[src/rtl/sclk_pkg.sv]
package sclk_pkg;

    typedef enum logic {
        SHIFT_ADV = 1'b0,
        SHIFT_RET = 1'b1
    } shift_dir_e;

    localparam int unsigned MCLK_HZ_DEF  = 24576000;
    localparam int unsigned RATE_MIN_DEF = 4000;
    localparam int unsigned RATE_MAX_DEF = 54000;
    localparam int unsigned RATE_RST_DEF = 48000;
    localparam int unsigned PH_UNIT_DEF  = 8192;
    localparam int unsigned STEP_DIV_DEF = 8;

endpackage

[src/rtl/sclk_rate_reg.sv]
module sclk_rate_reg #(
    parameter int unsigned RATE_W   = 16,
    parameter int unsigned RATE_MIN = 4000,
    parameter int unsigned RATE_MAX = 54000,
    parameter int unsigned RATE_RST = 48000
) (
    input  logic              clk,
    input  logic              rst_n,
    input  logic              hold,
    input  logic              wr,
    input  logic [RATE_W-1:0] wdata,
    output logic [RATE_W-1:0] rate
);
    localparam logic [RATE_W-1:0] LO  = RATE_W'(RATE_MIN);
    localparam logic [RATE_W-1:0] HI  = RATE_W'(RATE_MAX);
    localparam logic [RATE_W-1:0] DEF = RATE_W'(RATE_RST);

    typedef struct packed {
        logic [RATE_W-1:0] rate;
    } rate_st_t;

    rate_st_t st_d, st_q;

    always_comb begin
        st_d = st_q;
        if (hold) begin
            st_d.rate = DEF;
        end else if (wr) begin
            if (wdata < LO)      st_d.rate = LO;
            else if (wdata > HI) st_d.rate = HI;
            else                 st_d.rate = wdata;
        end
    end

    always_ff @(posedge clk) begin
        st_q <= st_d;
    end

    assign rate = st_q.rate;

    AST_RATE_DEFAULT_IN_HOLD: assert property (@(posedge clk) disable iff (!rst_n)
        hold |=> rate == DEF);
    AST_RATE_KEEPS: assert property (@(posedge clk) disable iff (!rst_n)
        (!hold && !wr) |=> $stable(rate));
    AST_RATE_CLAMP_HIGH: assert property (@(posedge clk) disable iff (!rst_n)
        (!hold && wr && wdata > HI) |=> rate == HI);
    AST_RATE_CLAMP_LOW: assert property (@(posedge clk) disable iff (!rst_n)
        (!hold && wr && wdata < LO) |=> rate == LO);

endmodule

[src/rtl/sclk_phase_engine.sv]
module sclk_phase_engine
    import sclk_pkg::*;
#(
    parameter int unsigned PH_W     = 8,
    parameter int unsigned STEP_DIV = 8
) (
    input  logic            clk,
    input  logic            rst_n,
    input  logic            hold,
    input  logic            gen_en,
    input  logic            wr,
    input  logic [PH_W-1:0] wmag,
    input  logic            wdir,
    output logic [PH_W-1:0] mag,
    output shift_dir_e      dir,
    output logic            step_adv,
    output logic            step_ret
);
    localparam int unsigned    DIV_W = (STEP_DIV > 1) ? $clog2(STEP_DIV) : 1;
    localparam logic [DIV_W-1:0] LAST = DIV_W'(STEP_DIV - 1);

    typedef struct packed {
        logic [PH_W-1:0]  mag;
        shift_dir_e       dir;
        logic [DIV_W-1:0] div;
    } ph_st_t;

    ph_st_t st_d, st_q;
    logic   run;
    logic   step;

    assign run  = !hold && gen_en;
    assign step = run && !wr && (st_q.div == LAST) && (st_q.mag != '0);

    always_comb begin
        st_d = st_q;
        if (!run) begin
            st_d.mag = '0;
            st_d.dir = SHIFT_ADV;
            st_d.div = '0;
        end else if (wr) begin
            st_d.mag = wmag;
            st_d.dir = shift_dir_e'(wdir);
            st_d.div = '0;
        end else begin
            st_d.div = (st_q.div == LAST) ? '0 : st_q.div + 1'b1;
            if (step) st_d.mag = st_q.mag - 1'b1;
        end
    end

    always_ff @(posedge clk) begin
        st_q <= st_d;
    end

    assign mag      = st_q.mag;
    assign dir      = st_q.dir;
    assign step_adv = step && (st_q.dir == SHIFT_ADV);
    assign step_ret = step && (st_q.dir == SHIFT_RET);

    AST_PH_CLEAR_WHEN_OFF: assert property (@(posedge clk) disable iff (!rst_n)
        !gen_en |=> mag == '0);
    AST_PH_NO_GROWTH: assert property (@(posedge clk) disable iff (!rst_n)
        (run && !wr) |=> mag <= $past(mag));
    AST_PH_LOAD: assert property (@(posedge clk) disable iff (!rst_n)
        (run && wr) |=> (mag == $past(wmag)) && (dir == shift_dir_e'($past(wdir))));
    AST_PH_CLEAR_IN_HOLD: assert property (@(posedge clk) disable iff (!rst_n)
        hold |=> (mag == '0) && (dir == SHIFT_ADV));
    AST_STEP_EXCLUSIVE: assert property (@(posedge clk) disable iff (!rst_n)
        $onehot0({step_adv, step_ret}));

endmodule

[src/rtl/sclk_accum.sv]
module sclk_accum #(
    parameter int unsigned MCLK_HZ = 24576000,
    parameter int unsigned RATE_W  = 16,
    parameter int unsigned PH_UNIT = 8192
) (
    input  logic              clk,
    input  logic              rst_n,
    input  logic              run,
    input  logic [RATE_W-1:0] rate,
    input  logic              step_adv,
    input  logic              step_ret,
    output logic              tick
);
    localparam int unsigned ACC_W = $clog2(MCLK_HZ) + 2;
    localparam logic signed [ACC_W-1:0] MODV = ACC_W'(MCLK_HZ);
    localparam logic signed [ACC_W-1:0] UNIT = ACC_W'(PH_UNIT);

    typedef struct packed {
        logic signed [ACC_W-1:0] acc;
        logic                    tick;
    } acc_st_t;

    acc_st_t st_d, st_q;
    logic signed [ACC_W-1:0] sum;
    logic signed [ACC_W-1:0] adj;

    always_comb begin
        adj = '0;
        if (step_adv)      adj = UNIT;
        else if (step_ret) adj = -UNIT;
        sum = st_q.acc + $signed(ACC_W'(rate)) + adj;
    end

    always_comb begin
        st_d = st_q;
        if (!run) begin
            st_d.acc  = '0;
            st_d.tick = 1'b0;
        end else if (sum >= MODV) begin
            st_d.acc  = sum - MODV;
            st_d.tick = 1'b1;
        end else if (sum < 0) begin
            st_d.acc  = sum + MODV;
            st_d.tick = 1'b0;
        end else begin
            st_d.acc  = sum;
            st_d.tick = 1'b0;
        end
    end

    always_ff @(posedge clk) begin
        st_q <= st_d;
    end

    assign tick = st_q.tick;

    AST_ACC_IN_RANGE: assert property (@(posedge clk) disable iff (!rst_n)
        (st_q.acc >= 0) && (st_q.acc < MODV));
    AST_TICK_SINGLE: assert property (@(posedge clk) disable iff (!rst_n)
        tick |=> !tick);
    AST_NO_TICK_STOPPED: assert property (@(posedge clk) disable iff (!rst_n)
        !run |=> !tick);
    AST_RET_NEVER_TICKS_ALONE: assert property (@(posedge clk) disable iff (!rst_n)
        (run && step_ret && (st_q.acc + $signed(ACC_W'(rate)) < UNIT)) |=> !tick);

endmodule

[src/rtl/sample_clk_synth.sv]
module sample_clk_synth
    import sclk_pkg::*;
#(
    parameter int unsigned MCLK_HZ  = MCLK_HZ_DEF,
    parameter int unsigned RATE_W   = 16,
    parameter int unsigned RATE_MIN = RATE_MIN_DEF,
    parameter int unsigned RATE_MAX = RATE_MAX_DEF,
    parameter int unsigned RATE_RST = RATE_RST_DEF,
    parameter int unsigned PH_W     = 8,
    parameter int unsigned STEP_DIV = STEP_DIV_DEF,
    parameter int unsigned PH_UNIT  = PH_UNIT_DEF
) (
    input  logic              clk,
    input  logic              rst_n,
    input  logic              pwrdn_n,
    input  logic              gen_en,
    input  logic              rate_wr,
    input  logic              phase_wr,
    input  logic [RATE_W-1:0] wr_data,
    input  logic              wr_dir,
    output logic [RATE_W-1:0] rate_rd,
    output logic [PH_W-1:0]   phase_rd,
    output logic              dir_rd,
    output logic              sample_tick
);
    logic       hold_w;
    logic       run_w;
    logic       step_adv_w;
    logic       step_ret_w;
    shift_dir_e dir_w;

    assign hold_w = !rst_n || !pwrdn_n;
    assign run_w  = !hold_w && gen_en;

    sclk_rate_reg #(
        .RATE_W  (RATE_W),
        .RATE_MIN(RATE_MIN),
        .RATE_MAX(RATE_MAX),
        .RATE_RST(RATE_RST)
    ) u_rate (
        .clk  (clk),
        .rst_n(rst_n),
        .hold (hold_w),
        .wr   (rate_wr),
        .wdata(wr_data),
        .rate (rate_rd)
    );

    sclk_phase_engine #(
        .PH_W    (PH_W),
        .STEP_DIV(STEP_DIV)
    ) u_phase (
        .clk     (clk),
        .rst_n   (rst_n),
        .hold    (hold_w),
        .gen_en  (gen_en),
        .wr      (phase_wr),
        .wmag    (wr_data[PH_W-1:0]),
        .wdir    (wr_dir),
        .mag     (phase_rd),
        .dir     (dir_w),
        .step_adv(step_adv_w),
        .step_ret(step_ret_w)
    );

    assign dir_rd = (dir_w == SHIFT_RET);

    sclk_accum #(
        .MCLK_HZ(MCLK_HZ),
        .RATE_W (RATE_W),
        .PH_UNIT(PH_UNIT)
    ) u_acc (
        .clk     (clk),
        .rst_n   (rst_n),
        .run     (run_w),
        .rate    (rate_rd),
        .step_adv(step_adv_w),
        .step_ret(step_ret_w),
        .tick    (sample_tick)
    );

    AST_NO_TICK_IN_POWERDOWN: assert property (@(posedge clk) disable iff (!rst_n)
        !pwrdn_n |=> !sample_tick);

endmodule

[config.mk]
export PLATFORM = sky130hd
export DESIGN_NAME = sample_clk_synth
export DESIGN_NICKNAME = d
export VERILOG_FILES = /design/src/rtl/sclk_pkg.sv /design/src/rtl/sclk_rate_reg.sv /design/src/rtl/sclk_phase_engine.sv /design/src/rtl/sclk_accum.sv /design/src/rtl/sample_clk_synth.sv
export SDC_FILE = /design/constraint.sdc
export NUM_CORES = 1
export LEC_CHECK = 0
export BUFFER_PORTS_ARGS = -buffer_cell sky130_fd_sc_hd__buf_2
export CAP_MARGIN = 20
export CORE_ASPECT_RATIO = 0.5
export CORE_MARGIN = 4
export CORE_UTILIZATION = 59
export DETAILED_ROUTE_END_ITERATION = 16
export GPL_ROUTABILITY_DRIVEN = 0
export PLACE_DENSITY = 0.8
export SLEW_MARGIN = 20
export SYNTH_ARGS = -nofsm -noshare
export SYNTH_HDL_FRONTEND = slang
export SYNTH_HIERARCHICAL = 1
export SYNTH_SLANG_ARGS = --single-unit
[constraint.sdc]
create_clock -name clk -period 9.36 [get_ports clk]
set_clock_uncertainty 0.2 [all_clocks]
set_input_delay 1.872 -clock clk [delete_from_list [all_inputs] [get_ports clk]]
set_output_delay 1.872 -clock clk [all_outputs]
set_load 0.02 [all_outputs]
## After elaboration in Yosys (flattened, before gate mapping)

Cells that the tools add are included.

| cells by class | value |
|---|---|
| muxes and demuxes | 8 |
| magnitude comparators | 4 |
| bitwise gates (word level) | 2 |
| reductions and logical operators | 14 |
| add/subtract/negate cells | 6 |
| equality and inequality tests | 1 |

Operator list:

| operator | number |
|---|---|
| 28-bit two-way mux | 2 |
| 27-bit two-way mux | 2 |
| 16-bit two-way mux | 2 |
| 27-bit by 17-bit adder with 27-bit output | 1 |
| 27-bit by 26-bit adder with 27-bit output, second input constant | 1 |
| 27-bit adder | 1 |
| 27-bit by 26-bit >= comparator with 1-bit output, second input constant | 1 |
| 27-bit by 1-bit less-than comparator with 1-bit output, second input constant | 1 |
| 27-bit by 26-bit subtractor with 27-bit output, second input constant | 1 |
| 16-bit greater-than comparator, second input constant | 1 |
| 16-bit by 12-bit less-than comparator with 1-bit output, second input constant | 1 |
| 8-bit two-way mux | 2 |
| 8-bit nonzero test | 1 |
| 8-bit by 1-bit subtractor with 8-bit output, second input constant | 1 |
| 1-bit logical AND | 6 |
| 1-bit logical NOT | 4 |
| 3-bit by 1-bit adder with 3-bit output, second input constant | 1 |
| 3-bit == test, second input constant | 1 |
| 3-bit OR reduction | 1 |
| 1-bit NOT | 2 |
| 2-bit nonzero test | 1 |
| 1-bit logical OR | 1 |

| word-level totals | value |
|---|---|
| flip-flop bits (word level) | 56 |
| logic and storage cells | 41 |

## Logic depth before layout (Yosys ltp)

| logic depth | value |
|---|---|
| depth in word-level cells | 14 |
| mapped depth | 24 |
| gate-level depth less buffers | 24 |

## Modules after synthesis

The synthesis kept the hierarchy.

By module, submodules not included:

| module | cells an instance | seq. area each (um2) | area an instance (um2) | times used |
|---|---|---|---|---|
| sclk_accum | 440 | 560.5 | 3568.4 | 1 |
| sclk_phase_engine | 84 | 240.2 | 762.0 | 1 |
| sclk_rate_reg | 75 | 320.3 | 706.9 | 1 |
| sample_clk_synth | 2 | 0.0 | 10.0 | 1 |

## Least setup slack after synthesis

OpenSTA, ideal clock, no wires.

| timing | value |
|---|---|
| kind | input port to flip-flop |
| start point | input rst_n |
| end point | register u_acc/st_q[20] in the netlist's numbering |
| setup time | 0.122 ns |
| stages on the path | 22 |
| buffers on the path | 1 |
| arrival | 6.805 ns |
| setup slack | 2.233 ns |
| cell sequence | nand2_1 -> nand2b_1 -> clkbuf_1 -> nor2_1 -> and3_1 -> nor2b_1 -> clkinv_1 -> fa_1 -> inv_1 -> ha_1 -> a21oi_1 -> o21ai_0 -> or4_1 -> a21oi_2 -> ha_1 -> nand2b_1 -> mux2i_1 -> nand4_1 -> a21oi_4 -> o211ai_4 -> mux2i_1 -> a311o_1 |

| on the way | value |
|---|---|
| longest elaborated chain between the ends | 14 |
| elaborated cells on any way between the ends | 18 |
| those cells by class | add/sub (3); order compare (2); mux (4); reduce/logical (9) |

Ends and longest elaborated chain:

| what | line | text |
|---|---|---|
| start, declared | sample_clk_synth.sv:14 | `input logic rst_n,` |
| 1-bit logical NOT * | sample_clk_synth.sv:32 | `assign hold_w = !rst_n \|\| !pwrdn_n;` |
| 1-bit logical OR * | sample_clk_synth.sv:32 |  |
| 1-bit logical NOT * | sclk_phase_engine.sv:32 | `assign run = !hold && gen_en;` |
| 1-bit logical AND * | sclk_phase_engine.sv:32 |  |
| 1-bit logical AND * (3 in series) | sclk_phase_engine.sv:33 | `assign step = run && !wr && (st_q.div == LAST) && (st_q.mag != '0);` |
| 1-bit logical AND * | sclk_phase_engine.sv:58 | `assign step_ret = step && (st_q.dir == SHIFT_RET);` |
| named net step_ret_w | sample_clk_synth.sv:29 | `logic step_ret_w;` |
| 27-bit two-way mux * | sclk_accum.sv:30 | `else if (step_ret) adj = -UNIT;` |
| 27-bit two-way mux * | sclk_accum.sv:29 | `if (step_adv) adj = UNIT;` |
| 27-bit adder * | sclk_accum.sv:31 | `sum = st_q.acc + $signed(ACC_W'(rate)) + adj;` |
| 27-bit by 26-bit adder with 27-bit output or 27-bit by 1-bit less-than comparator with 1-bit output (tied branches) | sclk_accum.sv:43, sclk_accum.sv:42 |  |
| 28-bit two-way mux | sclk_accum.sv:42 | `end else if (sum < 0) begin` |
| 28-bit two-way mux * | sclk_accum.sv:39 | `end else if (sum >= MODV) begin` |
| end signal, assigned | sclk_accum.sv:52 | `st_q <= st_d;` |
| end, declared | sclk_accum.sv:23 | `acc_st_t st_d, st_q;` |

Mark *: on every way through the listed nets, which the timed path passes. The rest lies on a longest branch.
A chain may end at the register's enable or synchronous reset.

## Worst setup path in the final report

| timing | value |
|---|---|
| start point | input rst_n |
| end point | register u_acc/st_q[20] in the netlist's numbering |

| on the way | value |
|---|---|
| longest elaborated chain between the ends | 14 |
| elaborated cells on any way between the ends | 18 |
| those cells by class | add/sub (3); order compare (2); mux (4); reduce/logical (9) |

Ends and longest elaborated chain:

| what | line | text |
|---|---|---|
| 1-bit logical NOT * | sample_clk_synth.sv:32 |  |
| 1-bit logical OR * | sample_clk_synth.sv:32 |  |
| named net hold_w | sample_clk_synth.sv:26 | `logic hold_w;` |
| 1-bit logical NOT * | sclk_phase_engine.sv:32 |  |
| 1-bit logical AND * | sclk_phase_engine.sv:32 |  |
| 1-bit logical AND * (3 in series) | sclk_phase_engine.sv:33 |  |
| 1-bit logical AND * | sclk_phase_engine.sv:58 |  |
| named net step_ret_w | sample_clk_synth.sv:29 |  |
| 27-bit two-way mux * | sclk_accum.sv:30 |  |
| 27-bit two-way mux * | sclk_accum.sv:29 |  |
| 27-bit adder * | sclk_accum.sv:31 |  |
| 27-bit by 26-bit adder with 27-bit output or 27-bit by 1-bit less-than comparator with 1-bit output (tied branches) | sclk_accum.sv:43, sclk_accum.sv:42 |  |
| 28-bit two-way mux | sclk_accum.sv:42 |  |
| 28-bit two-way mux * | sclk_accum.sv:39 |  |

Marked as above.

==> results.cfg <==
[cts]
path_clk_slew_ns = 0.08
cts-resized-gates = 0
cts_tree = done
hold_buffers = 0
cts_buffers = 5
cts-root-buf = clkbuf_16
clk_latency_ns = 0.30
cts.sinks = 56
clockBufferDepth = 2
htreeDepth = 2
post_cts.repair.setup_buffers = 0

[drt]
drt_first_pass_iters = 5
highest_layer = met4
wl_um = 13000
routed_via_density = 6.58
wl_met3_um = 830
met2_wirelength_um = 5930
drc = 0
routedWlPerCell_um = 17.6
ant_nets = 0
drt_first_iter_violations = 565
m1WireLength_um = 5920
vias = 4866

[grt]
grt_overflow = 0
grt_max_degree = 24
grt_first_pass_wirelength_um = 21400
grt_antenna_before_repair = 0
grt_pass1_vias = 4425
grt_use_total = 0.254

[floorplanning]
start_util = 0.618
die_area_sq_um = 10200
die_width_um = 139
io_pins = 49
rows = 23
core_area_sq_um = 8170
dieHeight_um = 73.4

[sta]
rsz0062_at_grt = false
timing.hold.ws_ns = 0.237
relSlewSlack = 0.423
min_period_over_period = 0.875
setup_violations = 0
drv_slew = 0
tightestPinTransition_ns = 0.859
fmax_mhz = 122
fin_tns_setup_ns = 0
period_needed_ns = 8.19
hold_viol_final = 0

[synthesis]
seq_area_frac_synth = 0.222
syn_inst = 601
ys_seq_elements = 56
yosysWarnings = 6
syn_avg_cell_area_sq_um = 8.40
yosysTopAreaCellShare = 0.222
syn-num-nets = 678
ys_types = 90
yosysTopAreaCell = dfxtp_1
synth_edf_count = 0
ys.flop_type = dfxtp_1
synth_area_sq_um = 5050
synthArstFlopShare = 0
synth.top_cells.by_area = dfxtp_1 (22%), ha_1 (12%), a21oi_1 (3.2%), nand2_1 (2.9%), nor2_1 (2.8%)

[finish]
fin_cells = 739
drive_gt1_frac = 0.147
syn2layout_area_growth_pct = 7.39
nFillCells = 696
layout_commonest_cell = dfxtp_1
design_area_sq_um = 5420
fin_nets = 703
layout_common_cells = dfxtp_1 (56), ha_1 (50), buf_2 (48)
n_antenna_cell = 0
fin_util = 0.663

[placed_design]
dp_hpwl_um = 10100
placed_cells = 731
io_buffers = 48
place_area_sq_um = 5250

[power_and_ir_drop]
p_leak_uw = 0.00247
irDropWorstVdd_v = 0.0000797
pwr_density_cell_nw_per_um2 = 107

[setup_path]
worstPathArrival_ns = 8.18
path_max_fanout = 16
cp.required_ns = 9.35
start_kind = input pin
endpoint_kind = flop
path_class = input pin to flop

[min_path]
hold_class = flop to flop

[job]
maxCapViolCount = 0

[outcome]
outcome = finished, final reports clean
## area by class of cell
class | instances | area, sq um | area share
flip-flops and latches | 56 | 1120 | 0.207
inverters | 34 | 128 | 0.0235
clock inverters | 2 | 38.8 | 0.00716
repair buffers | 49 | 248 | 0.0457
well taps | 112 | 140 | 0.0259
clock buffers | 6 | 129 | 0.0238
multi-input cells | 480 | 3620 | 0.667
## cells in the mapped netlist, drive strengths merged (12+ instances only)
cell type  number
a21oi          40
o21ai          24
and2           17
a21o           12
nor3           18
a211oi         16
nand2          40
nand3          14
inv            33
nor2           38
and3           18
dfxtp          56
buf            20
ha             50
## state kept, by name, indices dropped and copies added (netlist names)
signal / flops
u_acc/tick: 1
u_phase/mag: 8
u_phase/dir: 1
u_phase/st_q: 3
u_acc/st_q: 27
u_rate/rate: 16
## final timing paths
kind	cells past startpoint	slack [ns]	from	endpoint
hold / removal	1	0.24	u_phase/st_q[0]	u_phase/st_q[0]
hold reg to reg	1	0.24	u_phase/st_q[0]	u_phase/st_q[0]
setup / recovery	22	1.17	rst_n	u_acc/st_q[20]
setup reg to reg	22	2.62	u_phase/mag[0]	u_acc/st_q[20]
## power by group
group          leakage (uW)  internal, uW  total (uW)  switching, uW
logic               0.00193          42.5         111           68.8
registers          0.000454           244         249           4.76
clock network     0.0000815           128         219           91.4
## critical path: stages
cell and delay, ns:
buf_2 0.08, nand2_1 0.29, nand2b_1 0.47, nor2_1 0.32
and3_1 0.24, nor2b_1 0.52, clkinv_1 0.44, fa_1 0.59
inv_1 0.04, ha_1 0.35, a21oi_1 0.21, o21ai_0 0.19
or4_1 0.56, a21oi_2 0.34, ha_1 0.27, nand2b_1 0.07
mux2i_1 0.21, nand4_1 0.19, a21oi_4 0.28, o211ai_4 0.16
mux2i_1 0.15, a311o_1 0.31
## per-layer routing
layer  vias to the layer above  GRT usage
met3                        32     0.0436
met5                         -          0
met4                         0     0.0857
li1                       2336          -
met2                       187      0.431
met1                      2311      0.334
## kinds of logic (layout without fill, tap and decap cells)
| kind of cell | after synthesis | in the layout | share of synthesized area |
|---|---|---|---|
| simple gates | 223 | 223 | 0.252 |
| compound gates | 177 | 177 | 0.276 |
| buf+inv | 65 | 91 | 0.0615 |
| flops | 56 | 56 | 0.222 |
| fa+ha+maj | 54 | 54 | 0.140 |
| xor+xnor | 15 | 15 | 0.0260 |
| mux | 11 | 11 | 0.0223 |
## metrics by stage
step	total power (uW)	setup slack (ns)
2_1_floorplan	338	2.23
3_3_place_gp	361	1.33
3_5_place_dp	363	1.04
4_1_cts	582	1.29
5_1_grt	605	0.564
6_report	579	1.17
Note: power is estimated with default switching activity, not from simulation.
